<file path="src/rtl/ahb_burst_seq_pkg.sv">
package ahb_burst_seq_pkg;

  typedef enum logic [1:0] {
    TR_IDLE   = 2'b00,
    TR_BUSY   = 2'b01,
    TR_NONSEQ = 2'b10,
    TR_SEQ    = 2'b11
  } transKind_e;

  localparam logic [2:0] BURST_SINGLE = 3'b000;
  localparam logic [2:0] BURST_UNDEF  = 3'b001;

  // Control-to-datapath strobes
  typedef struct packed {
    logic loadReq;   // capture a new request
    logic stepAddr;  // move to the next beat address
  } seqStrobe_t;

  // Beat count of a burst code (undefined-length and single report 1)
  function automatic logic [4:0] beatsOf(input logic [2:0] code);
    case (code[2:1])
      2'b01:   beatsOf = 5'd4;
      2'b10:   beatsOf = 5'd8;
      2'b11:   beatsOf = 5'd16;
      default: beatsOf = 5'd1;
    endcase
  endfunction

  function automatic logic isWrap(input logic [2:0] code);
    isWrap = (code[0] == 1'b0) && (code[2:1] != 2'b00);
  endfunction

  function automatic logic isFixedIncr(input logic [2:0] code);
    isFixedIncr = (code[0] == 1'b1) && (code[2:1] != 2'b00);
  endfunction

endpackage

</file>
<file path="src/rtl/ahb_burst_seq_dpath.sv">
module ahb_burst_seq_dpath
  import ahb_burst_seq_pkg::*;
#(
  parameter int ADDR_W  = 32,
  parameter int DATA_W  = 32,
  parameter int KB_LOG2 = 10
) (
  input  logic              clk,
  input  logic              rstN,
  input  seqStrobe_t        strobe,
  input  logic [ADDR_W-1:0] reqAddr,
  input  logic [2:0]        reqSize,
  input  logic [2:0]        reqBurst,
  input  logic              reqWrite,
  output logic [ADDR_W-1:0] haddr,
  output logic [2:0]        hsize,
  output logic [2:0]        hburst,
  output logic              hwrite,
  output logic              reqBad,
  output logic              nextCrossKb
);

  localparam int MAX_SIZE = $clog2(DATA_W / 8);
  localparam int SPAN_W   = KB_LOG2 + 9;
  localparam logic [SPAN_W-1:0] KB_BYTES = SPAN_W'(1) << KB_LOG2;

  logic [ADDR_W-1:0] haddrQ;
  logic [2:0]        hsizeQ;
  logic [2:0]        hburstQ;
  logic              hwriteQ;

  // Request legality
  logic [SPAN_W-1:0] reqSpan;
  logic [SPAN_W-1:0] reqEnd;
  logic              sizeBad;
  logic              crossBad;

  always_comb begin
    reqSpan  = SPAN_W'(beatsOf(reqBurst)) << reqSize;
    reqEnd   = SPAN_W'(reqAddr[KB_LOG2-1:0]) + reqSpan;
    sizeBad  = (reqSize > 3'(MAX_SIZE));
    crossBad = isFixedIncr(reqBurst) && (reqEnd > KB_BYTES);
    reqBad   = sizeBad || crossBad;
  end

  // Next beat address
  logic [ADDR_W-1:0] stepBytes;
  logic [ADDR_W-1:0] incrAddr;
  logic [ADDR_W-1:0] wrapMask;
  logic [ADDR_W-1:0] wrapAddr;
  logic [ADDR_W-1:0] nextAddr;

  always_comb begin
    stepBytes   = ADDR_W'(1) << hsizeQ;
    incrAddr    = haddrQ + stepBytes;
    wrapMask    = (ADDR_W'(beatsOf(hburstQ)) << hsizeQ) - ADDR_W'(1);
    wrapAddr    = (haddrQ & ~wrapMask) | (incrAddr & wrapMask);
    nextAddr    = isWrap(hburstQ) ? wrapAddr : incrAddr;
    nextCrossKb = (incrAddr[KB_LOG2-1:0] == '0);
  end

  always_ff @(posedge clk or negedge rstN) begin
    if (!rstN) begin
      haddrQ  <= '0;
      hsizeQ  <= '0;
      hburstQ <= BURST_SINGLE;
      hwriteQ <= 1'b0;
    end else if (strobe.loadReq) begin
      haddrQ  <= reqAddr;
      hsizeQ  <= reqSize;
      hburstQ <= reqBurst;
      hwriteQ <= reqWrite;
    end else if (strobe.stepAddr) begin
      haddrQ  <= nextAddr;
    end
  end

  assign haddr  = haddrQ;
  assign hsize  = hsizeQ;
  assign hburst = hburstQ;
  assign hwrite = hwriteQ;

endmodule

</file>
<file path="src/rtl/ahb_burst_seq_ctrl.sv">
module ahb_burst_seq_ctrl
  import ahb_burst_seq_pkg::*;
(
  input  logic       clk,
  input  logic       rstN,
  input  logic       hready,
  input  logic       reqValid,
  input  logic       mgrBusy,
  input  logic [2:0] reqBurst,
  input  logic [2:0] curBurst,
  input  logic       reqBad,
  input  logic       nextCrossKb,
  output seqStrobe_t strobe,
  output logic [1:0] htrans,
  output logic       reqErr
);

  transKind_e transQ, transD;
  logic [4:0] beatsLeftQ, beatsLeftD;
  logic       errQ, errD;
  logic       undefLen;
  logic       lastBeat;

  always_comb begin
    undefLen = (curBurst == BURST_UNDEF);
    lastBeat = undefLen ? !reqValid : (beatsLeftQ == 5'd0);
  end

  always_comb begin
    transD     = transQ;
    beatsLeftD = beatsLeftQ;
    errD       = 1'b0;
    strobe     = '0;
    if (hready) begin
      unique case (transQ)
        TR_IDLE: begin
          if (reqValid) begin
            if (reqBad) begin
              errD = 1'b1;
            end else begin
              strobe.loadReq = 1'b1;
              transD         = TR_NONSEQ;
              beatsLeftD     = beatsOf(reqBurst) - 5'd1;
            end
          end
        end
        TR_NONSEQ, TR_SEQ: begin
          if (lastBeat) begin
            transD = TR_IDLE;
          end else begin
            strobe.stepAddr = 1'b1;
            if (!undefLen) beatsLeftD = beatsLeftQ - 5'd1;
            if (undefLen && nextCrossKb) transD = TR_NONSEQ;
            else if (mgrBusy)            transD = TR_BUSY;
            else                         transD = TR_SEQ;
          end
        end
        TR_BUSY: begin
          if (undefLen && !reqValid) transD = TR_IDLE;
          else if (mgrBusy)          transD = TR_BUSY;
          else                       transD = TR_SEQ;
        end
        default: transD = TR_IDLE;
      endcase
    end
  end

  always_ff @(posedge clk or negedge rstN) begin
    if (!rstN) begin
      transQ     <= TR_IDLE;
      beatsLeftQ <= '0;
      errQ       <= 1'b0;
    end else begin
      transQ     <= transD;
      beatsLeftQ <= beatsLeftD;
      errQ       <= errD;
    end
  end

  assign htrans = transQ;
  assign reqErr = errQ;

endmodule

</file>
<file path="src/rtl/ahb_burst_seq.sv">
module ahb_burst_seq
  import ahb_burst_seq_pkg::*;
#(
  parameter int ADDR_W  = 32,
  parameter int DATA_W  = 32,
  parameter int KB_LOG2 = 10
) (
  input  logic              clk,
  input  logic              rstN,
  input  logic              reqValid,
  input  logic [ADDR_W-1:0] reqAddr,
  input  logic [2:0]        reqSize,
  input  logic [2:0]        reqBurst,
  input  logic              reqWrite,
  input  logic              mgrBusy,
  input  logic              hready,
  output logic [ADDR_W-1:0] haddr,
  output logic [1:0]        htrans,
  output logic [2:0]        hsize,
  output logic [2:0]        hburst,
  output logic              hwrite,
  output logic              reqErr
);

  seqStrobe_t strobe;
  logic       reqBad;
  logic       nextCrossKb;

  ahb_burst_seq_ctrl u_ctrl (
    .clk         (clk),
    .rstN        (rstN),
    .hready      (hready),
    .reqValid    (reqValid),
    .mgrBusy     (mgrBusy),
    .reqBurst    (reqBurst),
    .curBurst    (hburst),
    .reqBad      (reqBad),
    .nextCrossKb (nextCrossKb),
    .strobe      (strobe),
    .htrans      (htrans),
    .reqErr      (reqErr)
  );

  ahb_burst_seq_dpath #(
    .ADDR_W  (ADDR_W),
    .DATA_W  (DATA_W),
    .KB_LOG2 (KB_LOG2)
  ) u_dpath (
    .clk         (clk),
    .rstN        (rstN),
    .strobe      (strobe),
    .reqAddr     (reqAddr),
    .reqSize     (reqSize),
    .reqBurst    (reqBurst),
    .reqWrite    (reqWrite),
    .haddr       (haddr),
    .hsize       (hsize),
    .hburst      (hburst),
    .hwrite      (hwrite),
    .reqBad      (reqBad),
    .nextCrossKb (nextCrossKb)
  );

endmodule

</file>
<file path="config.mk">
export PLATFORM = sky130hd
export DESIGN_NAME = ahb_burst_seq
export DESIGN_NICKNAME = d
export VERILOG_FILES = /design/src/rtl/ahb_burst_seq_pkg.sv /design/src/rtl/ahb_burst_seq_dpath.sv /design/src/rtl/ahb_burst_seq_ctrl.sv /design/src/rtl/ahb_burst_seq.sv
export SDC_FILE = /design/constraint.sdc
export NUM_CORES = 1
export LEC_CHECK = 0
export BUFFER_PORTS_ARGS = -buffer_cell sky130_fd_sc_hd__buf_2
export CAP_MARGIN = 20
export CELL_PAD_IN_SITES_DETAIL_PLACEMENT = 2
export CELL_PAD_IN_SITES_GLOBAL_PLACEMENT = 2
export CORE_MARGIN = 2
export CORE_UTILIZATION = 35
export CTS_BUF_LIST = sky130_fd_sc_hd__clkbuf_4 sky130_fd_sc_hd__clkbuf_8
export DETAILED_ROUTE_END_ITERATION = 6
export MAX_ROUTING_LAYER = met4
export PLACE_DENSITY_LB_ADDON = 0.1
export SYNTH_ARGS = -nofsm -noshare
export SYNTH_HDL_FRONTEND = slang
export SYNTH_HIERARCHICAL = 1
export SYNTH_SLANG_ARGS = --single-unit
</file>
<file path="constraint.sdc">
create_clock -name clk -period 7.68 [get_ports clk]
set_clock_uncertainty 0.1 [all_clocks]
set_input_delay 1.152 -clock clk [delete_from_list [all_inputs] [get_ports clk]]
set_output_delay 1.152 -clock clk [all_outputs]
set_load 0.02 [all_outputs]
</file>
---- Word level (Yosys, flattened, before mapping) ----
Cells that the tools add are included.
operators by class
  muxes and demuxes ....................... 32
  reduce and logical (&&, ||, !) cells .... 17
  shifts and indexed selects .............. 3
  order comparisons ....................... 2
  $add $sub $neg .......................... 5
  bitwise operators ....................... 5
  eq/ne operators ......................... 14
operators by type and width
  operator                                                                 number
  32-bit two-way mux                                                       3
  32-bit bitwise AND                                                       2
  5-bit two-way mux                                                        8
  32-bit adder                                                             1
  32-bit inverter                                                          1
  32-bit OR                                                                1
  1-bit by 3-bit left shift with 32-bit output (first input constant)      1
  5-bit by 3-bit left shift with 32-bit output                             1
  32-bit by 1-bit subtractor with 32-bit output (second input constant)    1
  5-bit one-hot mux with 3 select lines                                    2
  10-bit by 19-bit adder with 19-bit output                                1
  19-bit by 11-bit > comparator with 1-bit output (second input constant)  1
  5-bit by 3-bit left shift with 19-bit output                             1
  2-bit two-way mux                                                        7
  2-bit == test (second input constant)                                    6
  10-bit zero test                                                         1
  1-bit two-way mux                                                        10
  5-bit one-hot mux with 2 select lines                                    1
  5-bit by 1-bit subtractor with 5-bit output (second input constant)      2
  2-bit inequality test (second input constant)                            4
  2-bit nonzero test                                                       4
  2-bit by 1-bit == test with 1-bit output (second input constant)         3
  2-bit one-hot mux with 3 select lines                                    1
  6-bit AND reduction                                                      1
  10 further kinds                                                         14
word-level totals
  bits of input ports ..................... 44
  bits in registers ....................... 47
  word-level logic and storage cells ...... 85

---- Longest topological paths before layout ----
Gate-level depths: netlist of the first run.
  depth in word-level cells ............... 15
  mapped depth ............................ 19
  depth with buffers taken out ............ 18

---- Hierarchy ----
The synthesis of the first run kept the hierarchy.
by module, submodules not included
  module               instances  area an instance (um2)  cells each  seq. area each (um2)
  ahb_burst_seq_dpath  1          3701.0                  463         975.9
  ahb_burst_seq_ctrl   1          568.0                   59          200.2

---- Least setup slack after synthesis of the first run ----
Ideal clock, no wire load.
  kind .................................... input to register
  start point ............................. in reqBurst[2]
  end point ............................... reg (tool-made name)
  required time ........................... 7.447 ns
  buffers on the path ..................... 2
  stages .................................. 16
  data arrival time ....................... 4.722 ns
  setup slack ............................. 2.726 ns
  library setup time ...................... 0.133 ns
  cells stage by stage .................... clkbuf_1 or2_2 nor4_1 ha_1 a21oi_1 o211ai_1 o41ai_1 mux2_2 nor3_1 a21oi_1 nor4_4 buf_1 nor2_1 a22o_1 a31oi_1 o41ai_1
RTL lines
  item                RTL line             text
  start: declaration  ahb_burst_seq.sv:13  input logic [2:0] reqBurst,

==> flow_summary.json, run 1 <==
{
  "status": "complete, no violations",
  "wl_per_cell_um": 20.0,
  "num_antenna_cells": 0,
  "max_slew_margin_pct": 45.4,
  "ir_worst_vdd_mv": 0.134,
  "postCtsSetupBuffers": 0,
  "cp_slowest_cell": "clkinv_1",
  "synth_top_area_share_pct": 27.5,
  "max-cap-violations": 0,
  "path_common_cell": "nor4_1",
  "hold_path_end": "u_dpath/hwrite$_DFFE_PN0P_",
  "wirelength_mm": 14.8,
  "finalSetupTns_ns": 0,
  "synth-simple-area-share_pct": 24.4,
  "die_width_um": 114,
  "start_util_pct": 35.7,
  "worstMarginPinSlew_ns": 0.819,
  "grt_usage_pct": 23.7,
  "design.die.area_um2": 13100,
  "startpoint": "reqBurst[2]",
  "core_um2": 12000,
  "yosysMostFrequentCell": "nand2_1",
  "vias_per_cell": 5.76,
  "dp_slack_ns": 2.17,
  "grt-ovfl-total": 0,
  "power_density_nw_per_um2": 375,
  "grt_pass1_wl_mm": 24.0,
  "fmax_mhz": 194,
  "place_congestion": 0.835,
  "dpl_cell_area_um2": 4790,
  "worstSetupStartpointType": "input pin",
  "grt_pass1_vias": 4574,
  "syn_area_per_cell_um2": 8.18,
  "drt_iter0_drc": 152,
  "hold_viol": 0,
  "numCtsBuffers": 5,
  "synth_xor_area_share_pct": 6.98,
  "layout-drive-gt1-share_pct": 22.6,
  "rows": 40,
  "seq_area_frac_synth_pct": 27.5,
  "ys_warn_count": 6,
  "slowest_delay_ns": 0.54,
  "ios": 86,
  "ant_nets": 0,
  "post-route-period-util_pct": 67.1,
  "grt_antenna_before_repair": 0,
  "syn2layout_area_growth_pct": 14.4,
  "hold_path.startpoint": "u_dpath/hwrite$_DFFE_PN0P_",
  "netlist_top_cells_area": "dfrtp_1, ha_1, o21ai_0",
  "grt_max_degree": 64,
  "htree_levels": 2,
  "period_needed_ns": 5.15,
  "cts_num_sinks": 47,
  "io_buffer_count": 85,
  "synthArstFlopShare_pct": 100,
  "muxShareOfSynthArea_pct": 4.48,
  "yosys.cell_types.count": 80,
  "r2r_setup_slack_ns": 3.68,
  "path_cells": "buf_2 -> or2_2 -> nor4_1 -> fa_1 -> a2111oi_0 -> nand4_1 -> nor4_1 -> a21oi_1 -> nor4_4 -> clkinv_1 -> nand2_1 -> o21ai_0 -> nor2_1 -> o211ai_1",
  "r2r_end": "u_ctrl/htrans[1]$_DFFE_PN0P_",
  "synth_top_family_by_area": "compound AO/OA/AOI/OAI gates",
  "drv_slew": 0,
  "syn_inst": 522,
  "cts_max_path_buffers": 2,
  "syn_nets": 589,
  "synth-edff-count": 0,
  "cp_max_fo": 17,
  "nNetsFinal": 659,
  "reg2reg_depth": 13,
  "first_pass_iters": 4,
  "timing.final.ws_setup_ns": 2.53,
  "synth-seq-cells": 47,
  "cts_resized": 0,
  "die_y_um": 114,
  "p_leak_nw": 2.09,
  "synthAdderAreaFrac_pct": 7.09,
  "hold_depth": 1,
  "drc_errors": 0,
  "stdcell_area_um2": 4880,
  "syn_area_um2": 4270,
  "synth_compound_area_share_pct": 24.6,
  "p_total_mw": 1.83,
  "clk_latency_ns": 0.33,
  "synth_ff_type": "dfrtp_1",
  "vias": 4258,
  "hold_path.class": "flip-flop to flip-flop",
  "critPathKind": "input pin to flip-flop",
  "rsz0062_at_grt": "false",
  "cp.required_ns": 7.77,
  "cts_tree": "yes",
  "critPathCaptureType": "flip-flop",
  "clk_pin_slew_ns": 0.10,
  "yosys.area.top_type": "dfrtp_1",
  "cts_root_buffer": "clkbuf_8",
  "ctsHoldBuffers": 0,
  "worstPathArrival_ns": 5.24,
  "rr_startpoint": "u_dpath/hsize[2]$_DFFE_PN0P_",
  "dpl.hpwl_mm": 11.1,
  "synthTopCellsByCount": "nand2_1, o21ai_0, dfrtp_1",
  "setup_viol": 0
}
critical path, delay by kind of cell:
kind	cells	cell delay [ns]
fa+ha+maj	1	0.53
compound gates	4	0.89
simple gates	7	1.94
buf+inv	2	0.71
how the worst max path moves through the flow:
stage	to	slack (ns)	cells past startpoint
floorplan	flip-flop	2.73	16
global placement	flip-flop	2.34	14
detailed placement	flip-flop	2.17	16
CTS	flip-flop	2.52	14
global route	flip-flop	2.12	16
finish	flip-flop	2.53	14
layer usage:
metal	GRT usage, %	share of wire (%)	vias up
li1	-	-	2053
met1	30.8	47	2143
met2	40.2	50	48
met3	2.49	1.8	14
met4	4.96	1.1	0
met5	-	0	-
kinds of logic after synthesis:
family          Yosys count
compound gates          155
mux                      18
fa+ha+maj                23
xor+xnor                 34
flops                    47
simple gates            195
buf+inv                  50
metrics by stage:
step	std cells	util, %	hold WS, ns
2_1_floorplan	522	-	0.383
3_3_place_gp	731	40.1	0.387
3_5_place_dp	731	40.1	0.402
4_1_cts	738	40.8	0.426
5_1_grt	739	40.8	0.455
6_report	739	40.8	0.416
report_power, final:
group	switching (mW)	internal, mW	leakage, nW	total [mW]
logic	0.676	0.423	1.48	1.10
clock network	0.0971	0.0626	0.0440	0.160
registers	0.206	0.365	0.568	0.571
total	0.979	0.851	2.09	1.83
final cells by class:
class	instances	area (um^2)
multi-input combinational	425	2890
timing repair buffer	91	470
clock buffer	5	68.8
tap	147	184
sequential	47	1180
fill	1393	7080
inverter	22	82.6
clock inverter	2	13.8
layout by cell type, fill, tap and decap left out, types with 5 or more instances in the layout:
cell and count:
o21ai_0 48, ha_1 21, a211oi_1 5, mux2i_1 9, nor2_1 36, inv_1 21, clkbuf_8 5, nand3_1 15
dfrtp_1 47, o31ai_1 6, a21oi_1 25, xnor2_1 20, o211ai_1 8, nand4_1 11, nand2b_1 9, buf_2 85
and2_1 9, or3_1 5, nand2_1 53, a31oi_1 10, nor3_1 12, mux2_2 9, buf_4 6, nor2b_1 7
xor2_1 14
(Power assumes the default switching activity.)
==> inputs of run 2 (changes only) <==
--- a/config.mk
+++ b/config.mk
@@ -10,7 +10,7 @@
 export CELL_PAD_IN_SITES_DETAIL_PLACEMENT = 2
 export CELL_PAD_IN_SITES_GLOBAL_PLACEMENT = 2
 export CORE_MARGIN = 2
-export CORE_UTILIZATION = 35
+export CORE_UTILIZATION = 34
 export CTS_BUF_LIST = sky130_fd_sc_hd__clkbuf_4 sky130_fd_sc_hd__clkbuf_8
 export DETAILED_ROUTE_END_ITERATION = 6
 export MAX_ROUTING_LAYER = met4
==> constraint.sdc (replaced) <==
create_clock -name clk -period 5.3 [get_ports clk]
set_clock_uncertainty 0.1 [all_clocks]
set_input_delay 0.795 -clock clk [delete_from_list [all_inputs] [get_ports clk]]
set_output_delay 0.795 -clock clk [all_outputs]
set_load 0.02 [all_outputs]
==> flow_summary.json, run 2 (synthesized netlist as in run 1, its figures left out) <==
{
  "status": "complete, no violations",
  "numCtsBuffers": 5,
  "p_total_mw": 2.70,
  "startpoint": "reqBurst[2]",
  "core_um2": 12100,
  "setup.worst_path.end": "u_ctrl/beatsLeftQ[3]$_DFFE_PN0P_",
  "clk_latency_ns": 0.33,
  "post-route-period-util_pct": 88.1,
  "path_cells": "buf_2 -> or2_2 -> nor4_1 -> fa_1 -> a2111oi_0 -> nand4_1 -> nor4_1 -> a21oi_1 -> nor4_4 -> buf_4 -> buf_4 -> nand3b_1 -> o311a_2",
  "wl_met3_um": 288,
  "cp_max_fo": 41,
  "ctsHoldBuffers": 0,
  "max_slew_margin_pct": 47.5,
  "drc_errors": 0,
  "stdcell_area_um2": 4970,
  "cts_max_path_buffers": 2,
  "grt-ovfl-total": 0,
  "instances_no_fill": 766,
  "drt_iter0_drc": 176,
  "critPathCaptureType": "flip-flop",
  "grt_usage_pct": 24.2,
  "p_leak_nw": 2.12,
  "final_cell_mix": "buf_2, nand2_1, o21ai_0",
  "place_congestion": 0.838,
  "layout-drive-gt1-share_pct": 23.4,
  "syn2layout_area_growth_pct": 16.4,
  "cts_root_buffer": "clkbuf_8",
  "layout_commonest_cell": "buf_2",
  "ios": 86,
  "htree_levels": 2,
  "cp.required_ns": 5.41,
  "cts_tree": "yes",
  "vias_per_cell": 5.61,
  "fmax_mhz": 214,
  "ir_worst_vdd_mv": 0.284,
  "dp_slack_ns": 0.271,
  "worstPathArrival_ns": 4.78,
  "cp_slowest_cell": "fa_1",
  "slowest_delay_ns": 0.54,
  "worstMarginPinSlew_ns": 0.787,
  "dpl_cell_area_um2": 4860,
  "period_needed_ns": 4.67,
  "dpl.hpwl_mm": 11.6,
  "start_util_pct": 35.2,
  "clk_pin_slew_ns": 0.10,
  "rows": 40,
  "max-cap-violations": 0,
  "top_layer": "met4",
  "power_density_nw_per_um2": 543,
  "cts_num_sinks": 47,
  "r2r_end": "u_ctrl/htrans[1]$_DFFE_PN0P_",
  "finalSetupTns_ns": 0,
  "holdWs_ns": 0.421,
  "first_pass_iters": 4,
  "grt_pass1_wl_mm": 24.7,
  "cts_resized": 0,
  "hold_path.class": "flip-flop to flip-flop",
  "worstSetupStartpointType": "input pin",
  "design.die.area_um2": 13500,
  "vias": 4298,
  "grt_antenna_before_repair": 0,
  "postLayoutCoreUtil_pct": 41.0,
  "drv_slew": 0,
  "met1_length_mm": 7.06,
  "num_antenna_cells": 0,
  "grt_max_degree": 48,
  "n_fill_cell": 1435,
  "rr_startpoint": "u_dpath/hsize[0]$_DFFE_PN0P_",
  "wirelength_mm": 15.2,
  "reg2reg_depth": 14,
  "timing.final.ws_setup_ns": 0.631,
  "io_buffer_count": 85,
  "rsz0062_at_grt": "false",
  "postCtsSetupBuffers": 0,
  "wl_per_cell_um": 19.9,
  "grt_pass1_vias": 4523,
  "critPathKind": "input pin to flip-flop",
  "ant_nets": 0,
  "die_y_um": 116,
  "r2r_setup_slack_ns": 1.31,
  "setup_viol": 0,
  "die_width_um": 116,
  "nNetsFinal": 664,
  "placed_cells": 758,
  "wl_met2_mm": 7.73,
  "hold_viol": 0
}
-- run 2: cell types whose count changed in the layout (fill, tap and decap cells not counted), sizes merged --
| cell | previous run | this run |
|---|---|---|
| clkinvlp | 0 | 1 |
| buf | 91 | 96 |
| clkbuf | 5 | 7 |
| clkinv | 3 | 1 |
-- run 2: cell type report --
cell class / count / area (um^2) / area share, %
inverter: 22 / 82.6 / 1.66
multi-input combinational: 425 / 2890 / 58.1
tap: 168 / 210 / 4.23
clock inverter: 1 / 7.51 / 0.151
clock buffer: 7 / 96.3 / 1.94
timing repair buffer: 96 / 508 / 10.2
sequential: 47 / 1180 / 23.7
-- run 2: critical path, delay by kind of cell --
kind	cells	cell delay (ns)
buffers and inverters	3	0.92
AO/OA/AOI/OAI	3	0.81
AND/OR/NAND/NOR	6	1.67
adder cells (fa/ha/maj)	1	0.54
-- run 2: per-layer routing --
metal | vias up | GRT usage, %
met5 | - | -
met2 | 53 | 41.4
li1 | 2072 | -
met3 | 10 | 2.51
met1 | 2163 | 31.4
met4 | 0 | 4.52
-- run 2: how the worst min path moves through the flow --
stage                                startpoint                          endpoint  depth (start not counted)
2_1_floorplan  u_ctrl/beatsLeftQ[4]$_DFFE_PN0P_  u_ctrl/beatsLeftQ[4]$_DFFE_PN0P_                          1
3_3_place_gp         u_dpath/hwrite$_DFFE_PN0P_        u_dpath/hwrite$_DFFE_PN0P_                          1
3_5_place_dp         u_dpath/hwrite$_DFFE_PN0P_        u_dpath/hwrite$_DFFE_PN0P_                          1
4_1_cts              u_dpath/hwrite$_DFFE_PN0P_        u_dpath/hwrite$_DFFE_PN0P_                          1
5_1_grt              u_dpath/hwrite$_DFFE_PN0P_        u_dpath/hwrite$_DFFE_PN0P_                          1
6_report             u_dpath/hwrite$_DFFE_PN0P_        u_dpath/hwrite$_DFFE_PN0P_                          1
-- run 2: where the power goes --
group	leakage, nW	internal [mW]	switching (mW)
logic	1.50	0.623	1.03
registers	0.568	0.530	0.247
clock network	0.0505	0.119	0.142
total	2.12	1.27	1.42
==> inputs of run 3 (changes only) <==
--- a/config.mk
+++ b/config.mk
@@ -9,8 +9,9 @@
 export CAP_MARGIN = 20
 export CELL_PAD_IN_SITES_DETAIL_PLACEMENT = 2
 export CELL_PAD_IN_SITES_GLOBAL_PLACEMENT = 2
+export CORE_ASPECT_RATIO = 1.4
 export CORE_MARGIN = 2
-export CORE_UTILIZATION = 34
+export CORE_UTILIZATION = 35
 export CTS_BUF_LIST = sky130_fd_sc_hd__clkbuf_4 sky130_fd_sc_hd__clkbuf_8
 export DETAILED_ROUTE_END_ITERATION = 6
 export MAX_ROUTING_LAYER = met4
==> constraint.sdc (replaced) <==
create_clock -name clk -period 5.7 [get_ports clk]
set_clock_uncertainty 0.1 [all_clocks]
set_input_delay 0.855 -clock clk [delete_from_list [all_inputs] [get_ports clk]]
set_output_delay 0.855 -clock clk [all_outputs]
set_load 0.02 [all_outputs]
==> flow_summary.json, run 3 (synthesized netlist as in run 1, its figures left out) <==
{
  "status": "complete, no violations",
  "critPathCaptureType": "flip-flop",
  "layout-drive-gt1-share_pct": 23.0,
  "vias": 4261,
  "htree_levels": 2,
  "postLayoutCoreUtil_pct": 41.5,
  "dpl_cell_area_um2": 4830,
  "num_antenna_cells": 0,
  "seq_area_um2": 1180,
  "grt_usage_pct": 23.1,
  "rows": 47,
  "setup_viol": 0,
  "grt-ovfl-total": 0,
  "clk_latency_ns": 0.32,
  "rsz0062_at_grt": "false",
  "n_fill_cell": 1399,
  "period_needed_ns": 4.81,
  "ant_nets": 0,
  "post-route-period-util_pct": 84.3,
  "rr_startpoint": "u_dpath/hsize[1]$_DFFE_PN0P_",
  "grt_pass1_vias": 4661,
  "critPathKind": "input pin to flip-flop",
  "cts_tree": "yes",
  "power_density_nw_per_um2": 502,
  "hold_depth": 1,
  "syn2layout_area_growth_pct": 15.5,
  "ios": 86,
  "p_leak_nw": 2.11,
  "vias_per_cell": 5.74,
  "grt_max_degree": 48,
  "final_cell_mix": "buf_2, nand2_1, o21ai_0",
  "ir_worst_vdd_mv": 0.191,
  "die_width_um": 97.3,
  "first_pass_iters": 4,
  "wirelength_mm": 14.8,
  "max_slew_margin_pct": 37.3,
  "design.die.area_um2": 13100,
  "cts_num_sinks": 47,
  "core_um2": 11900,
  "hold_path.startpoint": "u_dpath/hwrite$_DFFE_PN0P_",
  "place_congestion": 0.873,
  "io_buffer_count": 85,
  "r2r_end": "u_ctrl/htrans[1]$_DFFE_PN0P_",
  "numCtsBuffers": 5,
  "finalSetupTns_ns": 0,
  "worstSetupStartpointType": "input pin",
  "worstPathArrival_ns": 4.92,
  "cp.required_ns": 5.81,
  "cts_max_path_buffers": 2,
  "cts_root_buffer": "clkbuf_8",
  "stdcell_area_um2": 4930,
  "hold_path.class": "flip-flop to flip-flop",
  "drt_iter0_drc": 108,
  "grt_pass1_wl_mm": 23.7,
  "max-cap-violations": 0,
  "r2r_setup_slack_ns": 1.70,
  "grt_antenna_before_repair": 0,
  "die_y_um": 135,
  "cp_max_fo": 33,
  "ctsHoldBuffers": 0,
  "start_util_pct": 35.9,
  "placed_cells": 734,
  "hold_viol": 0,
  "hold_path_end": "u_dpath/hwrite$_DFFE_PN0P_",
  "drv_slew": 0,
  "instances_no_fill": 742,
  "nNetsFinal": 661,
  "layout_commonest_cell": "buf_2",
  "clk_pin_slew_ns": 0.10,
  "multi_input_area_um2": 2890,
  "reg2reg_depth": 14,
  "drc_errors": 0,
  "dpl.hpwl_mm": 11.5,
  "worstMarginPinSlew_ns": 0.941,
  "p_total_mw": 2.48,
  "postCtsSetupBuffers": 0,
  "fmax_mhz": 208,
  "wl_per_cell_um": 20.0,
  "cts_resized": 0
}
[run 3: changes by cell type in the layout (fill, tap and decap cells not counted)]
cell,previous run,this run
buf_12,0,1
buf_4,11,7
[run 3: layer usage]
metal | wire length (um) | share of wire (%) | GRT usage [%] | vias up
met3 | 377 | 2.5 | 2.02 | 11
met1 | 5790 | 39 | 24.0 | 2117
li1 | - | - | - | 2058
met2 | 8370 | 57 | 46.3 | 75
met5 | 0 | 0 | - | -
met4 | 273 | 1.8 | 5.79 | 0
[run 3: cell type report]
type | instances | area share [%]
repair buffers | 93 | 10.1
multi-input cells | 425 | 58.5
clock inverters | 1 | 0.152
well taps | 147 | 3.73
flip-flops and latches | 47 | 23.9
clock buffers | 7 | 1.95
inverters | 22 | 1.67
[run 3: power by group]
part           switching, mW  leakage, nW  internal [mW]
registers              0.287        0.568          0.491
clock network          0.130       0.0505          0.111
logic                  0.887         1.49          0.570
[run 3: critical path: stages]
cell and delay, ns:
buf_2 0.17, or2_2 0.34, nor4_1 0.49, ha_1 0.35, a21oi_1 0.18, o211ai_1 0.17, o41ai_1 0.35, mux2_2 0.38
nor3_1 0.21, a21oi_1 0.17, nor4_4 0.36, buf_4 0.39, nor2_2 0.13, a221o_1 0.37
[run 3: how the worst max path moves through the flow]
stage               slack (ns)                          endpoint   startpoint
finish                    0.89  u_ctrl/beatsLeftQ[2]$_DFFE_PN0P_  reqBurst[2]
global route              0.62  u_ctrl/beatsLeftQ[2]$_DFFE_PN0P_  reqBurst[2]
CTS                       0.90  u_ctrl/beatsLeftQ[2]$_DFFE_PN0P_  reqBurst[2]
detailed placement        0.58  u_ctrl/beatsLeftQ[2]$_DFFE_PN0P_  reqBurst[2]
global placement          0.66  u_ctrl/beatsLeftQ[2]$_DFFE_PN0P_  reqBurst[2]
floorplan                 1.04                         flip-flop  reqBurst[2]
[run 3: through the flow]
stage               hold slack, ns  worst slack (ns)
floorplan                    0.383              1.04
global placement             0.385             0.663
detailed placement           0.405             0.578
CTS                          0.429             0.898
global route                 0.464             0.621
finish                       0.425             0.892
